<file path="src/rtl/adc_scan_pkg.sv">
package adc_scan_pkg;

  typedef enum logic [1:0] {
    PH_IDLE    = 2'd0,
    PH_SAMPLE  = 2'd1,
    PH_CONVERT = 2'd2
  } phase_t;

  // Division factor for each prescaler code
  function automatic logic [4:0] fdf_of(input logic [2:0] code);
    logic [4:0] f;
    case (code)
      3'd0:    f = 5'd1;
      3'd1:    f = 5'd2;
      3'd2:    f = 5'd4;
      3'd3:    f = 5'd6;
      3'd4:    f = 5'd8;
      3'd5:    f = 5'd10;
      3'd6:    f = 5'd12;
      default: f = 5'd16;
    endcase
    return f;
  endfunction

endpackage

</file>
<file path="src/rtl/adc_trig_detect.sv">
module adc_trig_detect #(
  parameter int N_SRC = 2
) (
  input  logic             clk,
  input  logic             rst_n,
  input  logic [N_SRC-1:0] trig_n,
  input  logic [N_SRC-1:0] src_en,
  output logic             evt
);

  logic [N_SRC-1:0] hit;

  generate
    for (genvar g = 0; g < N_SRC; g++) begin : g_src
      logic meta_q, sync_q, prev_q;
      always_ff @(posedge clk or negedge rst_n) begin
        if (!rst_n) begin
          meta_q <= 1'b1;
          sync_q <= 1'b1;
          prev_q <= 1'b1;
        end else begin
          meta_q <= trig_n[g];
          sync_q <= meta_q;
          prev_q <= sync_q;
        end
      end
      // falling edge of the synchronised level
      assign hit[g] = src_en[g] & prev_q & ~sync_q;
    end
  endgenerate

  assign evt = |hit;

endmodule

</file>
<file path="src/rtl/adc_phase_timer.sv">
module adc_phase_timer #(
  parameter int CNT_W = 12
) (
  input  logic             clk,
  input  logic             rst_n,
  input  logic             load,
  input  logic [CNT_W-1:0] load_val,
  output logic             expired
);

  logic [CNT_W-1:0] cnt_q;

  always_ff @(posedge clk or negedge rst_n) begin
    if (!rst_n)               cnt_q <= '0;
    else if (load)            cnt_q <= load_val;
    else if (cnt_q != '0)     cnt_q <= cnt_q - CNT_W'(1);
  end

  assign expired = (cnt_q == '0);

endmodule

</file>
<file path="src/rtl/adc_result_bank.sv">
module adc_result_bank #(
  parameter int CH_N  = 8,
  parameter int RES_W = 10,
  localparam int CH_W = $clog2(CH_N)
) (
  input  logic             clk,
  input  logic             rst_n,
  input  logic             wr_en,
  input  logic [CH_W-1:0]  wr_ch,
  input  logic [RES_W-1:0] wr_data,
  input  logic [CH_W-1:0]  rd_ch,
  output logic [RES_W-1:0] rd_data
);

  logic [RES_W-1:0] bank [CH_N];

  generate
    for (genvar c = 0; c < CH_N; c++) begin : g_reg
      always_ff @(posedge clk or negedge rst_n) begin
        if (!rst_n)                                bank[c] <= '0;
        else if (wr_en && (wr_ch == CH_W'(c)))     bank[c] <= wr_data;
      end
    end
  endgenerate

  assign rd_data = bank[rd_ch];

endmodule

</file>
<file path="src/rtl/adc_scan_seq.sv">
module adc_scan_seq
  import adc_scan_pkg::*;
#(
  parameter int CH_N         = 8,
  parameter int RES_W        = 10,
  parameter int SAMPLE_UNITS = 84,
  parameter int HOLD_UNITS   = 54,
  parameter int FDF_MAX      = 16,
  localparam int CH_W        = $clog2(CH_N)
) (
  input  logic             clk,
  input  logic             rst_n,
  input  logic             cfg_cont,
  input  logic [CH_W-1:0]  cfg_first_ch,
  input  logic [2:0]       cfg_prsc,
  input  logic             cfg_pdown,
  input  logic             cfg_ext_en,
  input  logic             cfg_tim_en,
  input  logic             cfg_eoc_en,
  input  logic             sw_start_set,
  input  logic             sw_start_clr,
  input  logic             eoc_clr,
  input  logic             ext_trig_n,
  input  logic             tim_trig_n,
  input  logic [RES_W-1:0] conv_result,
  output logic [CH_W-1:0]  conv_ch,
  output logic             conv_sample,
  output logic             conv_convert,
  output logic             busy,
  output logic             start_bit,
  output logic             eoc_flag,
  output logic             eoc_irq,
  input  logic [CH_W-1:0]  rd_sel,
  output logic [RES_W-1:0] rd_data
);

  localparam int CNT_W = $clog2((SAMPLE_UNITS + HOLD_UNITS) * FDF_MAX + 1);
  localparam logic [CH_W-1:0]  LAST_CH  = CH_W'(CH_N - 1);
  localparam logic [CNT_W-1:0] SMP_U    = CNT_W'(SAMPLE_UNITS);
  localparam logic [CNT_W-1:0] HLD_U    = CNT_W'(HOLD_UNITS);

  phase_t            phase_q;
  logic [CH_W-1:0]   ch_q;
  logic              start_q;
  logic              eoc_q;

  logic              trig_evt;
  logic              tmr_load;
  logic [CNT_W-1:0]  tmr_val;
  logic              tmr_done;
  logic              abort;
  logic              ch_done;
  logic              at_last;
  logic              wrap;
  logic [CNT_W-1:0]  fdf_w;
  logic [CNT_W-1:0]  sample_len;
  logic [CNT_W-1:0]  hold_len;

  // Trigger sources: bit 0 external pin, bit 1 timer line
  adc_trig_detect #(.N_SRC(2)) u_trig (
    .clk    (clk),
    .rst_n  (rst_n),
    .trig_n ({tim_trig_n, ext_trig_n}),
    .src_en ({cfg_tim_en, cfg_ext_en}),
    .evt    (trig_evt)
  );

  // Phase lengths scaled by the division factor (minus one: countdown to zero)
  always_comb begin
    fdf_w      = CNT_W'(fdf_of(cfg_prsc));
    sample_len = SMP_U * fdf_w - CNT_W'(1);
    hold_len   = HLD_U * fdf_w - CNT_W'(1);
  end

  assign abort   = cfg_pdown | sw_start_clr;
  assign ch_done = (phase_q == PH_CONVERT) && tmr_done && !abort;
  assign at_last = (ch_q == LAST_CH);
  assign wrap    = ch_done && at_last && cfg_cont;

  always_comb begin
    tmr_load = 1'b0;
    tmr_val  = sample_len;
    if (!abort) begin
      unique case (phase_q)
        PH_IDLE:    tmr_load = start_q;
        PH_SAMPLE:  begin
                      tmr_load = tmr_done;
                      tmr_val  = hold_len;
                    end
        PH_CONVERT: tmr_load = tmr_done && (!at_last || cfg_cont);
        default:    tmr_load = 1'b0;
      endcase
    end
  end

  adc_phase_timer #(.CNT_W(CNT_W)) u_timer (
    .clk      (clk),
    .rst_n    (rst_n),
    .load     (tmr_load),
    .load_val (tmr_val),
    .expired  (tmr_done)
  );

  // Scan control
  always_ff @(posedge clk or negedge rst_n) begin
    if (!rst_n) begin
      phase_q <= PH_IDLE;
      ch_q    <= '0;
      start_q <= 1'b0;
    end else if (abort) begin
      phase_q <= PH_IDLE;
      start_q <= 1'b0;
    end else begin
      unique case (phase_q)
        PH_IDLE: begin
          if (start_q) begin
            phase_q <= PH_SAMPLE;
            ch_q    <= cfg_first_ch;
          end else if (sw_start_set || trig_evt) begin
            start_q <= 1'b1;
          end
        end
        PH_SAMPLE: begin
          if (tmr_done) phase_q <= PH_CONVERT;
        end
        PH_CONVERT: begin
          if (tmr_done) begin
            if (!at_last) begin
              ch_q    <= ch_q + CH_W'(1);
              phase_q <= PH_SAMPLE;
            end else if (wrap) begin
              ch_q    <= cfg_first_ch;
              phase_q <= PH_SAMPLE;
            end else begin
              phase_q <= PH_IDLE;
              start_q <= 1'b0;
            end
          end
        end
        default: phase_q <= PH_IDLE;
      endcase
    end
  end

  // End-of-scan flag: a new completion wins over a clear
  always_ff @(posedge clk or negedge rst_n) begin
    if (!rst_n)                    eoc_q <= 1'b0;
    else if (ch_done && at_last)   eoc_q <= 1'b1;
    else if (eoc_clr)              eoc_q <= 1'b0;
  end

  adc_result_bank #(.CH_N(CH_N), .RES_W(RES_W)) u_bank (
    .clk     (clk),
    .rst_n   (rst_n),
    .wr_en   (ch_done),
    .wr_ch   (ch_q),
    .wr_data (conv_result),
    .rd_ch   (rd_sel),
    .rd_data (rd_data)
  );

  assign conv_ch      = ch_q;
  assign conv_sample  = (phase_q == PH_SAMPLE);
  assign conv_convert = (phase_q == PH_CONVERT);
  assign busy         = (phase_q != PH_IDLE);
  assign start_bit    = start_q;
  assign eoc_flag     = eoc_q;
  assign eoc_irq      = eoc_q & cfg_eoc_en;

endmodule

</file>
<file path="config.mk">
export PLATFORM = sky130hd
export DESIGN_NAME = adc_scan_seq
export DESIGN_NICKNAME = d
export VERILOG_FILES = /design/src/rtl/adc_scan_pkg.sv /design/src/rtl/adc_trig_detect.sv /design/src/rtl/adc_phase_timer.sv /design/src/rtl/adc_result_bank.sv /design/src/rtl/adc_scan_seq.sv
export SDC_FILE = /design/constraint.sdc
export NUM_CORES = 1
export LEC_CHECK = 0
export BUFFER_PORTS_ARGS = -buffer_cell sky130_fd_sc_hd__buf_2
export CAP_MARGIN = 20
export CORE_ASPECT_RATIO = 0.75
export CORE_MARGIN = 5
export CORE_UTILIZATION = 60
export CTS_CLUSTER_DIAMETER = 60
export CTS_CLUSTER_SIZE = 10
export DETAILED_ROUTE_END_ITERATION = 12
export GPL_ROUTABILITY_DRIVEN = 0
export HOLD_SLACK_MARGIN = 0.12
export PLACE_DENSITY_LB_ADDON = 0.08
export SYNTH_ARGS = -nofsm -noshare
export SYNTH_HDL_FRONTEND = slang
export SYNTH_HIERARCHICAL = 1
export SYNTH_SLANG_ARGS = --single-unit
export TNS_END_PERCENT = 5
</file>
<file path="constraint.sdc">
create_clock -name clk -period 9 [get_ports clk]
set_clock_uncertainty 0.2 [all_clocks]
set_input_delay 1.8 -clock clk [delete_from_list [all_inputs] [get_ports clk]]
set_output_delay 1.8 -clock clk [all_outputs]
set_load 0.01 [all_outputs]
</file>
Word-level counts from Yosys, hierarchy flattened. Cells that the tools add are included.

Bitwise gates (word level): 10. Multiplexer cells: 31. Reductions and logical operators: 30. $lt $le $gt $ge: 1. Add/subtract/negate cells: 4. Divide/modulo/power cells: 0. Equal/unequal tests: 23. $mul: 2. Shift operators: 0.

Operators by type and width (count): $mux W12 (4); $pmux W5 S7 (1); $bmux W10 S3 (1); $sub A12 B1 Y12 const B (2); $eq A3 B3 Y1 const B (7); $mul A5 B5 Y10 const A (2); $mux W10 (2); $eq A3 B2 Y1 const B (4); $logic_and A1 B1 Y1 (12); $logic_not A12 Y1 (1); $mux W3 (4); $reduce_bool A12 Y1 (1); $sub A11 B1 Y12 const B (1); $mux W1 (11); $ne A3 B1 Y1 const B (3); $mux W2 (4); $reduce_bool A2 Y1 (4); $eq A3 B1 Y1 const B (2); $logic_not A3 Y1 (2); $ne A3 B3 Y1 const B (2); $pmux W2 S3 (1); $pmux W3 S2 (1); $and A1 B1 Y1 (5); $reduce_and A5 Y1 (1); 19 further kinds (23).

Bits of input ports: 31. Latch bits: 0. Output and inout bits: 19. Memories kept: 0. Logic and storage cells: 120. Bits in read-only memories: 0. RAM bits: 0. Bits in registers: 105.

Longest topological paths before layout.
Depth in word-level cells: 10. Mapped depth: 18. Depth with buffers taken out: 17.

Hierarchy. Netlist, hierarchy kept.

Modules (own cells, without submodules): adc_result_bank (area each 3694.8 um^2, cells an instance 210, seq. area each 2001.9 um^2, times used 1); adc_scan_seq (area each 1824.2 um^2, cells an instance 234, seq. area each 175.2 um^2, times used 1); adc_phase_timer (area each 730.7 um^2, cells an instance 72, seq. area each 300.3 um^2, times used 1); adc_trig_detect (area each 177.7 um^2, cells an instance 9, seq. area each 157.7 um^2, times used 1).

Worst setup path before layout. Ideal clock, no wire load.

Path type: input port to flip-flop. From: in cfg_prsc[0]. To: reg u_timer.cnt_q[11]. Buffers on the path: 0. Slack: 2.927 ns. Data required time: 8.733 ns. Arrival time: 5.807 ns. Setup time: 0.067 ns. Stages: 17. Path through: inv_1 > ha_1 > or3_1 > a211oi_2 > ha_1 > xnor2_1 > ha_1 > or2b_1 > ha_1 > ha_1 > o21ai_0 > nor3_1 > or3b_1 > and2_4 > or4b_1 > o21ai_1 > a221o_1.

Cells in the longest elaborated chain, start to end: 7. Elaborated cells on any way between the ends: 15. Classes of those cells: add/sub: 2; mul: 2; eq/ne: 6; mux: 4; reduce/logical: 1.

RTL lines: start: declaration (RTL line adc_scan_seq.sv:15) `input logic [2:0] cfg_prsc,`; $eq A3 B3 Y1 (tied with other cells) (RTL line adc_scan_pkg.sv:12) `case (code)`; $pmux W5 S7 * (RTL line adc_scan_pkg.sv:12); $mul A5 B5 Y10, on equally long branches (RTL line adc_scan_seq.sv:71, adc_scan_seq.sv:72); $sub A12 B1 Y12 or $sub A11 B1 Y12 (tied branches) (RTL line adc_scan_seq.sv:71, adc_scan_seq.sv:72); $mux W12 (RTL line adc_scan_seq.sv:84) `unique case (phase_q)`; $mux W12 * (RTL line adc_scan_seq.sv:83) `if (!abort) begin`; named net tmr_val[11] (RTL line adc_scan_seq.sv:49) `logic [CNT_W-1:0] tmr_val;`; $mux W12 * (RTL line adc_phase_timer.sv:15) `else if (load) cnt_q <= load_val;`; end signal: assignment (RTL line adc_phase_timer.sv:15); end signal: assignment (RTL line adc_phase_timer.sv:16) `else if (cnt_q != '0) cnt_q <= cnt_q - CNT_W'(1);`; end: declaration (RTL line adc_phase_timer.sv:11) `logic [CNT_W-1:0] cnt_q;`.

Mark *: on every way through the listed nets, which the timed path passes. The rest lies on a longest branch. A chain may end at the register's enable or synchronous reset.

Worst setup path in the final report. Same ends and word-level chain as after synthesis.

==> impl_metrics.env <==
export IMPL_status="complete, no violations"
export IMPL_floorplan_initialDensity_pct=62.0
export IMPL_synth_compound_area_share_pct=8.21
export IMPL_hold_depth=0
export IMPL_ys_async_sr_fraction_pct=100
export IMPL_vias=4270
export IMPL_crit_cells=18
export IMPL_clk_latency_ns=0.34
export IMPL_vias_per_cell=6.02
export IMPL_crit_arrival_ns=6.34
export IMPL_place_port_buffers=49
export IMPL_synth_top_family_by_area="multiplexers"
export IMPL_wl_per_cell_um=18.4
export IMPL_crit_chain="buf_2 > inv_1 > ha_1 > o31ai_1 > inv_1 > ha_1 > xnor2_1 > ha_1 > or2b_1 > ha_1 > ha_1 > o21ai_0 > nor3_1 > or3b_1 > and2_4 > or4b_1 > o21ai_1 > a221o_1"
export IMPL_worstMarginPinSlew_ns=0.945
export IMPL_hold_violations=0
export IMPL_fin_setup_tns_ns=0
export IMPL_drive_gt1_share_pct=33.7
export IMPL_dieArea_um2=12900
export IMPL_critPathBufInv=3
export IMPL_synth_seq_cells=105
export IMPL_r2r_cells=9
export IMPL_cp_max_fo=7
export IMPL_cts_tree="built"
export IMPL_grt_pass1_wl_um=21600
export IMPL_p_total_mw=1.23
export IMPL_drc=0
export IMPL_die_h_um=99.6
export IMPL_rsz0062_at_grt="no"
export IMPL_setup_viol=0
export IMPL_final_antenna_net_count=0
export IMPL_avgSynthCellArea_um2=12.2
export IMPL_hold_class="reg2reg"
export IMPL_cts_setup_buffers=0
export IMPL_fillers=764
export IMPL_p_seq_share_pct=45.3
export IMPL_grt_max_degree=83
export IMPL_routed_wl_um=13100
export IMPL_p_comb_share_pct=22.8
export IMPL_netlist_area_um2=6430
export IMPL_num_nets_final=636
export IMPL_synthDistinctLibCells=67
export IMPL_synthMuxAreaShare_pct=25.6
export IMPL_synth_adder_area_share_pct=7.24
export IMPL_dp_slack_ns=2.41
export IMPL_crit_type="in2reg"
export IMPL_slowest_delay_ns=0.58
export IMPL_critPathTopFamily="adder cells"
export IMPL_cpMostUsedCell="ha_1"
export IMPL_p_leak_nw=3.51
export IMPL_yosysSeqAreaShare_pct=41.0
export IMPL_seq_area_um2=2640
export IMPL_pin_count=50
export IMPL_clkTransAtPathRegs_ns=0.07
export IMPL_cts_buffer_depth=2
export IMPL_crit_slowest_cell="o31ai_1"
export IMPL_power_share_clock_pct=31.9
export IMPL_die_x_um=130
export IMPL_synth_edff_count=0
export IMPL_peakVddDrop_v=0.0000953
export IMPL_fin_util_pct=68.5
export IMPL_cts_root_buffer="clkbuf_16"
export IMPL_grt_usage_pct=21.1
export IMPL_cts_sinks=105
export IMPL_multiInputGateArea_um2=3630
export IMPL_fin_crit_sh_pct=69.6
export IMPL_antenna_cells=0
export IMPL_dr_pass1_iters=4
export IMPL_max_slew_margin_rel_pct=36.9
export IMPL_period_needed_ns=6.27
export IMPL_p_int_mw=0.870
export IMPL_antenna_found_initial=0
export IMPL_place_hpwl_um=9250
export IMPL_rows=32
export IMPL_syn_instance_count=525
export IMPL_synth_top_area_cell="dfrtp_1"
export IMPL_synth_xor_area_share_pct=3.82
export IMPL_ys_top_cells_by_area="dfrtp_1 39%, mux2_2 16%, mux4_1 8.2%"
export IMPL_area_growth_pct=10.5
export IMPL_synth_flop_cell="dfrtp_1"
export IMPL_fp_coreArea_um2=10400
export IMPL_yosys_warnings=6
export IMPL_first_global_vias=4251
export IMPL_cts_buffers=9
export IMPL_maxCapViolCount=0
export IMPL_critPathRequiredTime_ns=9.07
export IMPL_p_sw_mw=0.364
export IMPL_cp_end_kind="register"
export IMPL_power_density_nw_per_um2=174
export IMPL_timing_hold_ws_ns=0.157
export IMPL_synth_simple_gate_area_share_pct=11.2
export IMPL_crit_path_start_kind="input pin"
export IMPL_cts_resized=0
export IMPL_first_iter_violations=261
export IMPL_htreeDepth=3
export IMPL_synth_top_cell_area_share_pct=38.5
export IMPL_grt_ovfl_total=0
export IMPL_fmaxAchievable_mhz=160
export IMPL_cts_hold_buf=0
export IMPL_layout_setup_ws_ns=2.73
export IMPL_slew_viol_final=0
export IMPL_swShare_pct=29.5
metal layers:
layer	GRT usage [%]	vias up	part of all wire [%]
met2	31.8	96	45
met5	0	-	0
met1	31.9	2149	50
met4	4.55	0	0.51
li1	-	2017	-
met3	4.13	8	4.8
cell families after synthesis:
kind of cell	count (synthesis)
fa+ha+maj	36
other cells	2
buf+inv	41
compound gates	77
simple gates	116
xor+xnor	28
flops	105
mux	120
layout by cell type (no fill, tap or decap), drive strengths merged, types with 3 or more instances in the layout:
cell type,netlist,final
inv,19,20
nor4b,6,6
mux2i,9,9
mux4,20,20
a31oi,4,4
o31ai,5,5
dfstp,6,6
a22o,4,4
nor2,21,21
nand2,26,26
a21oi,14,14
nand4b,3,3
o31a,3,3
xnor2,20,20
nor2b,10,10
a211oi,3,3
nor3,9,9
dfrtp,99,99
a21boi,4,4
nand2b,7,7
o211ai,3,3
conb,2,4
clkbuf,10,11
or2,5,5
and2,6,6
nor4,5,5
xor2,8,8
ha,34,34
o21ai,25,25
mux2,91,91
buf,12,53
and4bb,3,3
per-stage QoR:
stage | cells | cell area, um^2
2_1_floorplan | 527 | 6430
3_3_place_gp | 693 | 6770
3_5_place_dp | 693 | 6770
4_1_cts | 708 | 7080
5_1_grt | 709 | 7100
6_report | 709 | 7100
sequential cells by signal, indices dropped and copies added, names as in the netlist:
register,flops
u_bank/bank,80
phase_q,2
conv_ch,3
u_trig/g_src.sync_q,2
eoc_flag,1
u_trig/g_src.prev_q,2
u_timer/cnt_q,12
start_bit,1
u_trig/g_src.meta_q,2
power by group through the flow:
stage | combinational, mW | clock [mW] | sequential (mW)
floorplan | 0.210 | 0 | 0.556
global placement | 0.272 | 0 | 0.563
detailed placement | 0.279 | 0 | 0.566
CTS | 0.281 | 0.403 | 0.559
global route | 0.318 | 0.426 | 0.565
finish | 0.281 | 0.393 | 0.560
cells in the mapped netlist, drive strengths merged, types with 2 or more instances:
master	number
a22o	4
nand3b	2
o21ai	25
a31oi	4
conb	2
mux2i	9
mux2	91
dfstp	6
ha	34
buf	12
clkbuf	10
nor3	9
nor2b	10
nand2	26
nor2	21
fa	2
nor3b	2
or3b	2
or4	2
o31a	3
o31ai	5
dfrtp	99
o22ai	2
o21bai	2
nand3	2
a21oi	14
a211oi	3
mux4	20
nor4b	6
nand4b	3
nor4	5
a21boi	4
and4bb	3
and2	6
or2	5
inv	19
nand2b	7
xnor2	20
o211ai	3
or3	2
xor2	8
layout make-up:
| class | instances | area share (%) |
|---|---|---|
| clock buffer | 11 | 3.56 |
| timing repair buffer | 53 | 4.19 |
| inverter | 19 | 1.00 |
| clock inverter | 4 | 0.722 |
| multi-input combinational | 381 | 51.0 |
| sequential | 105 | 37.1 |
| tap | 136 | 2.40 |
path summary, 6_finish.rpt:
kind,to,slack [ns],from
max in group asynchronous,u_bank/bank[28],6.56,rst_n
hold / removal,u_trig/g_src[1].sync_q,0.16,u_trig/g_src[1].meta_q
hold reg to reg,u_trig/g_src[1].sync_q,0.16,u_trig/g_src[1].meta_q
min in group asynchronous,conv_ch[0],1.15,rst_n
setup reg to reg,u_bank/bank[19],5.00,u_timer/cnt_q[0]
setup / recovery,u_timer/cnt_q[11],2.73,cfg_prsc[0]
Note: power is estimated with default switching activity, not from simulation.
